<file path="config.mk">
export PLATFORM = sky130hd
export DESIGN_NAME = dir_occ_arbiter
export DESIGN_NICKNAME = d
export VERILOG_FILES = /design/src/rtl/dir_occ_pkg.sv /design/src/rtl/dir_holder_table.sv /design/src/rtl/dir_wait_fifo.sv /design/src/rtl/dir_occ_arbiter.sv
export SDC_FILE = /design/constraint.sdc
export NUM_CORES = 1
export LEC_CHECK = 0
export BUFFER_PORTS_ARGS = -buffer_cell sky130_fd_sc_hd__buf_2
export CORE_ASPECT_RATIO = 1.75
export CORE_MARGIN = 2
export CORE_UTILIZATION = 30
export DETAILED_ROUTE_END_ITERATION = 7
export GPL_ROUTABILITY_DRIVEN = 0
export PLACE_DENSITY_LB_ADDON = 0.12
export SETUP_SLACK_MARGIN = 0.05
export SLEW_MARGIN = 20
export SYNTH_ARGS = -nofsm -noshare
export SYNTH_HDL_FRONTEND = slang
export SYNTH_SLANG_ARGS = --single-unit
</file>
<file path="constraint.sdc">
create_clock -name clk -period 5.1 [get_ports clk]
set_input_delay 1.53 -clock clk [delete_from_list [all_inputs] [get_ports clk]]
set_output_delay 1.53 -clock clk [all_outputs]
set_load 0.01 [all_outputs]
</file>
<file path="src/rtl/dir_occ_pkg.sv">
package dir_occ_pkg;
  typedef enum logic [1:0] {
    OP_OCCUPY  = 2'd0,
    OP_RELEASE = 2'd1,
    OP_ABORT   = 2'd2,
    OP_RSVD    = 2'd3
  } op_e;

  typedef enum logic [1:0] {
    RSP_GRANT  = 2'd0,
    RSP_BUFFER = 2'd1,
    RSP_NACK   = 2'd2,
    RSP_DONE   = 2'd3
  } rsp_e;
endpackage

</file>
<file path="src/rtl/dir_holder_table.sv">
module dir_holder_table #(
  parameter int NTX   = 8,
  parameter int TS_W  = 8,
  parameter int TID_W = 3,
  parameter int CNT_W = 4
) (
  input  logic             clk,
  input  logic             rst_n,
  input  logic             set_en,
  input  logic [TID_W-1:0] set_tid,
  input  logic             set_write,
  input  logic [TS_W-1:0]  set_ts,
  input  logic             clr_en,
  input  logic [TID_W-1:0] clr_tid,
  output logic [NTX-1:0]   held,
  output logic [CNT_W-1:0] holder_cnt,
  output logic             write_mode,
  output logic [TID_W-1:0] sole_tid,
  output logic [TS_W-1:0]  sole_ts
);
  logic [TS_W-1:0] ts_q [NTX];

  for (genvar i = 0; i < NTX; i++) begin : g_slot
    always_ff @(posedge clk) begin
      if (!rst_n) begin
        held[i] <= 1'b0;
        ts_q[i] <= '0;
      end else if (set_en && set_tid == TID_W'(i)) begin
        held[i] <= 1'b1;
        ts_q[i] <= set_ts;
      end else if (clr_en && clr_tid == TID_W'(i)) begin
        held[i] <= 1'b0;
      end
    end
  end

  always_ff @(posedge clk) begin
    if (!rst_n)                          write_mode <= 1'b0;
    else if (set_en)                     write_mode <= set_write;
    else if (clr_en && holder_cnt == 1)  write_mode <= 1'b0;
  end

  always_comb begin
    holder_cnt = '0;
    sole_tid   = '0;
    for (int i = NTX - 1; i >= 0; i--) begin
      holder_cnt = holder_cnt + CNT_W'(held[i]);
      if (held[i]) sole_tid = TID_W'(i);
    end
  end

  assign sole_ts = ts_q[sole_tid];
endmodule

</file>
<file path="src/rtl/dir_wait_fifo.sv">
module dir_wait_fifo #(
  parameter int DW    = 12,
  parameter int DEPTH = 4
) (
  input  logic          clk,
  input  logic          rst_n,
  input  logic          push,
  input  logic [DW-1:0] push_data,
  input  logic          pop,
  output logic [DW-1:0] head,
  output logic          empty,
  output logic          full
);
  localparam int PW = (DEPTH > 1) ? $clog2(DEPTH) : 1;
  localparam int CW = $clog2(DEPTH + 1);

  logic [DW-1:0] mem [DEPTH];
  logic [PW-1:0] wr_ptr, rd_ptr;
  logic [CW-1:0] cnt;

  assign empty = (cnt == '0);
  assign full  = (cnt == CW'(DEPTH));
  assign head  = mem[rd_ptr];

  always_ff @(posedge clk) begin
    if (!rst_n) begin
      wr_ptr <= '0;
      rd_ptr <= '0;
      cnt    <= '0;
    end else begin
      if (push && !full) begin
        mem[wr_ptr] <= push_data;
        wr_ptr <= (wr_ptr == PW'(DEPTH - 1)) ? '0 : wr_ptr + 1'b1;
      end
      if (pop && !empty)
        rd_ptr <= (rd_ptr == PW'(DEPTH - 1)) ? '0 : rd_ptr + 1'b1;
      cnt <= cnt + CW'(push && !full) - CW'(pop && !empty);
    end
  end
endmodule

</file>
<file path="src/rtl/dir_occ_arbiter.sv">
module dir_occ_arbiter
  import dir_occ_pkg::*;
#(
  parameter int NTX    = 8,
  parameter int TS_W   = 8,
  parameter int QDEPTH = 4
) (
  input  logic                       clk,
  input  logic                       rst_n,
  input  logic                       buf_mode,
  input  logic                       req_valid,
  output logic                       req_ready,
  input  logic [1:0]                 req_op,
  input  logic [$clog2(NTX)-1:0]     req_tid,
  input  logic                       req_write,
  input  logic [TS_W-1:0]            req_ts,
  output logic                       rsp_valid,
  output logic [1:0]                 rsp_code,
  output logic [$clog2(NTX)-1:0]     rsp_tid,
  output logic                       preempt_valid,
  output logic [$clog2(NTX)-1:0]     preempt_tid,
  output logic                       occupied,
  output logic                       writer_held,
  output logic [$clog2(NTX+1)-1:0]   reader_count
);
  localparam int TID_W = $clog2(NTX);
  localparam int CNT_W = $clog2(NTX + 1);
  localparam int QW    = TID_W + 1 + TS_W;

  logic [NTX-1:0]   held;
  logic [CNT_W-1:0] holder_cnt;
  logic             wmode;
  logic [TID_W-1:0] sole_tid;
  logic [TS_W-1:0]  sole_ts;

  logic             set_en, set_write, clr_en;
  logic [TID_W-1:0] set_tid, clr_tid;
  logic [TS_W-1:0]  set_ts;

  logic             q_push, q_pop, q_empty, q_full;
  logic [QW-1:0]    q_head;
  logic [TID_W-1:0] head_tid;
  logic             head_wr;
  logic [TS_W-1:0]  head_ts;

  logic             head_ok, accept, is_holder, compat;
  logic             rsp_v_d, pre_v_d;
  rsp_e             rsp_c_d;
  logic [TID_W-1:0] rsp_t_d, pre_t_d;

  dir_holder_table #(.NTX(NTX), .TS_W(TS_W), .TID_W(TID_W), .CNT_W(CNT_W)) u_holders (
    .clk, .rst_n,
    .set_en, .set_tid, .set_write, .set_ts,
    .clr_en, .clr_tid,
    .held, .holder_cnt, .write_mode(wmode), .sole_tid, .sole_ts
  );

  dir_wait_fifo #(.DW(QW), .DEPTH(QDEPTH)) u_waitq (
    .clk, .rst_n,
    .push(q_push), .push_data({req_tid, req_write, req_ts}),
    .pop(q_pop), .head(q_head), .empty(q_empty), .full(q_full)
  );

  assign {head_tid, head_wr, head_ts} = q_head;

  assign occupied     = (holder_cnt != '0);
  assign writer_held  = wmode;
  assign reader_count = wmode ? '0 : holder_cnt;

  // A waiting head that fits the current holders owns the response slot.
  assign head_ok   = !q_empty && (!occupied || (!wmode && !head_wr));
  assign req_ready = !head_ok;
  assign accept    = req_valid && req_ready;
  assign is_holder = held[req_tid];
  assign compat    = !occupied || (!req_write && !wmode);

  always_comb begin
    set_en = 1'b0; set_tid = req_tid; set_write = req_write; set_ts = req_ts;
    clr_en = 1'b0; clr_tid = req_tid;
    q_push = 1'b0; q_pop = 1'b0;
    rsp_v_d = 1'b0; rsp_c_d = RSP_NACK; rsp_t_d = req_tid;
    pre_v_d = 1'b0; pre_t_d = sole_tid;
    if (head_ok) begin
      set_en = 1'b1; set_tid = head_tid; set_write = head_wr; set_ts = head_ts;
      q_pop = 1'b1;
      rsp_v_d = 1'b1; rsp_c_d = RSP_GRANT; rsp_t_d = head_tid;
    end else if (accept) begin
      rsp_v_d = 1'b1;
      case (op_e'(req_op))
        OP_OCCUPY: begin
          if (is_holder) begin
            rsp_c_d = RSP_GRANT;
          end else if (compat) begin
            set_en = 1'b1;
            rsp_c_d = RSP_GRANT;
          end else if (holder_cnt == CNT_W'(1) && req_ts < sole_ts) begin
            set_en = 1'b1;
            clr_en = 1'b1; clr_tid = sole_tid;
            pre_v_d = 1'b1;
            rsp_c_d = RSP_GRANT;
          end else if (buf_mode && !q_full) begin
            q_push = 1'b1;
            rsp_c_d = RSP_BUFFER;
          end
        end
        OP_RELEASE, OP_ABORT: begin
          if (is_holder) begin
            clr_en = 1'b1;
            rsp_c_d = RSP_DONE;
          end
        end
        default: rsp_c_d = RSP_NACK;
      endcase
    end
  end

  always_ff @(posedge clk) begin
    if (!rst_n) begin
      rsp_valid     <= 1'b0;
      rsp_code      <= 2'd0;
      rsp_tid       <= '0;
      preempt_valid <= 1'b0;
      preempt_tid   <= '0;
    end else begin
      rsp_valid     <= rsp_v_d;
      rsp_code      <= rsp_c_d;
      rsp_tid       <= rsp_t_d;
      preempt_valid <= pre_v_d;
      preempt_tid   <= pre_t_d;
    end
  end
endmodule

</file>
==> impl_metrics.env <==
export IMPL_portBuffers=34
export IMPL_synthCells=578
export IMPL_synth_avg_cell_area_um2=11.7
export IMPL_diodes=0
export IMPL_slowest_delay_ns=0.59
export IMPL_final_setup_viol_count=2
export IMPL_muxShareOfSynthArea_pct=6.94
export IMPL_die_area_mm2=0.0238
export IMPL_clk_pin_slew_ns=0.06
export IMPL_fillers=2168
export IMPL_ios=35
export IMPL_ys_warn_count=0
export IMPL_root_buffer="clkbuf_16"
export IMPL_yosys_area_share_simple_pct=16.4
export IMPL_multiInputGateArea_mm2=0.00267
export IMPL_crit_required_ns=3.57
export IMPL_clockBufferDepth=2
export IMPL_ys_ff_latch=140
export IMPL_antenna_found_initial=0
export IMPL_dpl_hpwl_mm=14.1
export IMPL_ys_flop_type="edfxtp_1"
export IMPL_crit_type="register to output pin"
export IMPL_dr_pass1_iters=4
export IMPL_vias_per_cell=5.01
export IMPL_placed_cell_area_mm2=0.00767
export IMPL_critical_path_buf_inv_count=3
export IMPL_fin_area_mm2=0.00834
export IMPL_worst_pin_slew_ns=0.623
export IMPL_grt_max_degree=32
export IMPL_synthAdderAreaFrac_pct=5.37
export IMPL_row_count=72
export IMPL_start_util_pct=30.6
export IMPL_ys_types=59
export IMPL_synth_nets=622
export IMPL_wire_per_inst_um=19.9
export IMPL_drt_initial_drc_count=262
export IMPL_fin_crit_ns=5.31
export IMPL_critPathArrivalTime_ns=3.78
export IMPL_hold_path_class="register to register"
export IMPL_rsz0062_at_grt="yes"
export IMPL_grt_first_pass_wirelength_mm=29.9
export IMPL_max_freq_mhz=188
export IMPL_drive_gt1_share_pct=24.4
export IMPL_routed_wirelength_mm=19.3
export IMPL_dieWidth_um=117
export IMPL_power_density_mw_per_mm2=749
export IMPL_vias=4868
export IMPL_skew_ns=0.00991
export IMPL_cts_tree="built"
export IMPL_syn_to_final_growth_pct=23.4
export IMPL_drc=0
export IMPL_synth_compound_area_share_pct=9.59
export IMPL_whs_ns=0.497
export IMPL_setup_slack_ns=-0.212
export IMPL_cp_cell_sequence="inv_2 -> ha_4 -> inv_2 -> fa_1 -> fa_1 -> fa_2 -> fa_2 -> nand4b_1 -> o31ai_4 -> o32ai_4 -> buf_2"
export IMPL_maxSlewHeadroom_pct=58.4
export IMPL_grt_pass1_vias=5123
export IMPL_worst_setup_path_end_kind="output pin"
export IMPL_synth_edf_count=112
export IMPL_p_leak_uw=0.00327
export IMPL_core_mm2=0.0221
export IMPL_hold_viol=0
export IMPL_violations="setup timing"
export IMPL_async_flop_share_pct=0
export IMPL_synth_top_family_by_area="simple AND/OR/NAND/NOR gates"
export IMPL_cp_slowest_cell="fa_2"
export IMPL_overflow=0
export IMPL_ant_nets=0
export IMPL_drv_slew=0
export IMPL_die_h_um=203
export IMPL_cts_hold_buffers_added=0
export IMPL_htree_levels=4
export IMPL_clkLatencyLatePin_ns=0.43
export IMPL_outcome="complete, but fails checks"
export IMPL_nets=706
export IMPL_critical_path_top_delay_family="adder cells"
export IMPL_regArea_mm2=0.00393
export IMPL_cts_buffers=17
export IMPL_crit_fanout=4
export IMPL_maxCapViolations=0
export IMPL_critPathLaunchType="register"
export IMPL_cts_sinks=140
export IMPL_grt_use_total_pct=16.9
export IMPL_vdd_drop_max_mv=0.286
export IMPL_dp_slack_ns=0.0262
export IMPL_yosysSeqAreaShare_pct=58.1
export IMPL_synth_area_mm2=0.00676
export IMPL_synth_xor_area_share_pct=0.259
export IMPL_fin_crit_sh_pct=104
-- flip-flops by register name, indices dropped and copies added (netlist names), named ones only --
name	flops
rsp_valid	1
u_waitq.cnt	3
preempt_tid	3
rsp_code	2
u_waitq.wr_ptr	2
rsp_tid	3
u_holders.held	8
u_holders.write_mode	1
preempt_valid	1
u_holders.ts_q	64
u_waitq.rd_ptr	2
u_waitq.mem	48
-- cell usage in the layout (no fill, tap or decap), types with 7 or more instances in the layout --
cell type  count
buf_4         54
a311oi_1       7
dfxtp_1       26
mux4_2        14
inv_1         25
and3_1        15
o21ai_0       13
mux2i_1       10
buf_2         34
nand3_1       26
nand4_1        7
nor2_1        88
a21oi_1        7
a31oi_1       14
ha_1          20
nand2_1       72
edfxtp_1     112
clkbuf_16     17
-- cell families (layout without fill, tap and decap cells) --
kind of cell / Yosys count / count (layout)
AND/OR/NAND/NOR: 239 / 239
XOR/XNOR: 2 / 2
buffers and inverters: 57 / 154
multiplexers: 29 / 29
AO/OA/AOI/OAI: 85 / 85
flip-flops: 140 / 140
adder cells (fa/ha/maj): 26 / 26
-- routing by layer --
layer	vias up	GRT usage, %	part of all wire, %
li1	2284	-	-
met1	2426	18.5	39
met2	121	31.5	54
met3	37	2.81	3.5
met4	0	7.70	3.3
met5	-	0	0
-- per-stage QoR --
step	power, uW	setup TNS [ns]	std cells	utilization, %
after floorplan	3620	0	578	-
after global placement	4910	0	935	34.8
after detailed placement	4960	0	935	34.8
after CTS	6280	-0.610	971	37.7
after global routing	6650	-0.608	971	37.8
final	6240	-0.362	971	37.8
-- report_power, final --
| group | internal, uW | switching, uW |
|---|---|---|
| combinational | 1310 | 2040 |
| clock | 740 | 508 |
| sequential | 1540 | 102 |
-- path summary, 6_finish.rpt --
| path | startpoint | endpoint | slack, ns | depth (start not counted) |
|---|---|---|---|---|
| setup reg to reg | u_holders.held[6]$_SDFFE_PN0P_ | u_holders.ts_q[6][7]$_SDFFCE_PN0P_ | 0.24 | 16 |
| hold reg to reg | u_waitq.rd_ptr[1]$_SDFFE_PN0P_ | register | 0.50 | 2 |
| hold / removal | u_waitq.rd_ptr[1]$_SDFFE_PN0P_ | register | 0.50 | 2 |
| setup / recovery | u_holders.held[6]$_SDFFE_PN0P_ | req_ready | -0.21 | 11 |
-- repair_timing --
| action | in CTS | in global routing |
|---|---|---|
| buffers inserted | 4 | 1 |
| endpoints found under the setup margin | 4 | 67 |
| pin swaps | 3 | 1 |
| resized for setup | 13 | 4 |
-- cells in the mapped netlist (all sizes together) (4+ instances only) --
cell | count | share of area, %
nor3 | 7 | 0.59
a211o | 7 | 0.91
nor2 | 88 | 4.9
inv | 29 | 1.6
nand2 | 74 | 4.1
a22oi | 5 | 0.63
ha | 21 | 3.9
a31oi | 15 | 1.5
nor2b | 5 | 0.46
o21ai | 13 | 0.96
buf | 12 | 0.89
a21o | 7 | 0.78
o31ai | 4 | 0.52
a21oi | 7 | 0.52
clkbuf | 16 | 0.89
and3 | 15 | 1.4
nand3 | 26 | 1.9
mux2i | 12 | 1.8
nand4 | 7 | 0.65
edfxtp | 112 | 50
mux4 | 14 | 4.7
dfxtp | 28 | 8.3
a21boi | 4 | 0.44
a311oi | 7 | 0.91
fa | 5 | 1.5
-- tightest hold or removal path, cell delays in order (launching register included) --
cell and delay (ns):
dfxtp_1 0.31, nand2_1 0.05, a21oi_1 0.08
-- final cells by class --
class | instances | area share (%)
multi-input combinational | 381 | 32.1
inverter | 29 | 1.31
sequential | 140 | 47.1
timing repair buffer | 93 | 8.10
clock buffer | 21 | 5.40
tap | 296 | 4.44
clock inverter | 11 | 1.61
No activity file was read; power rests on OpenSTA's default activity.
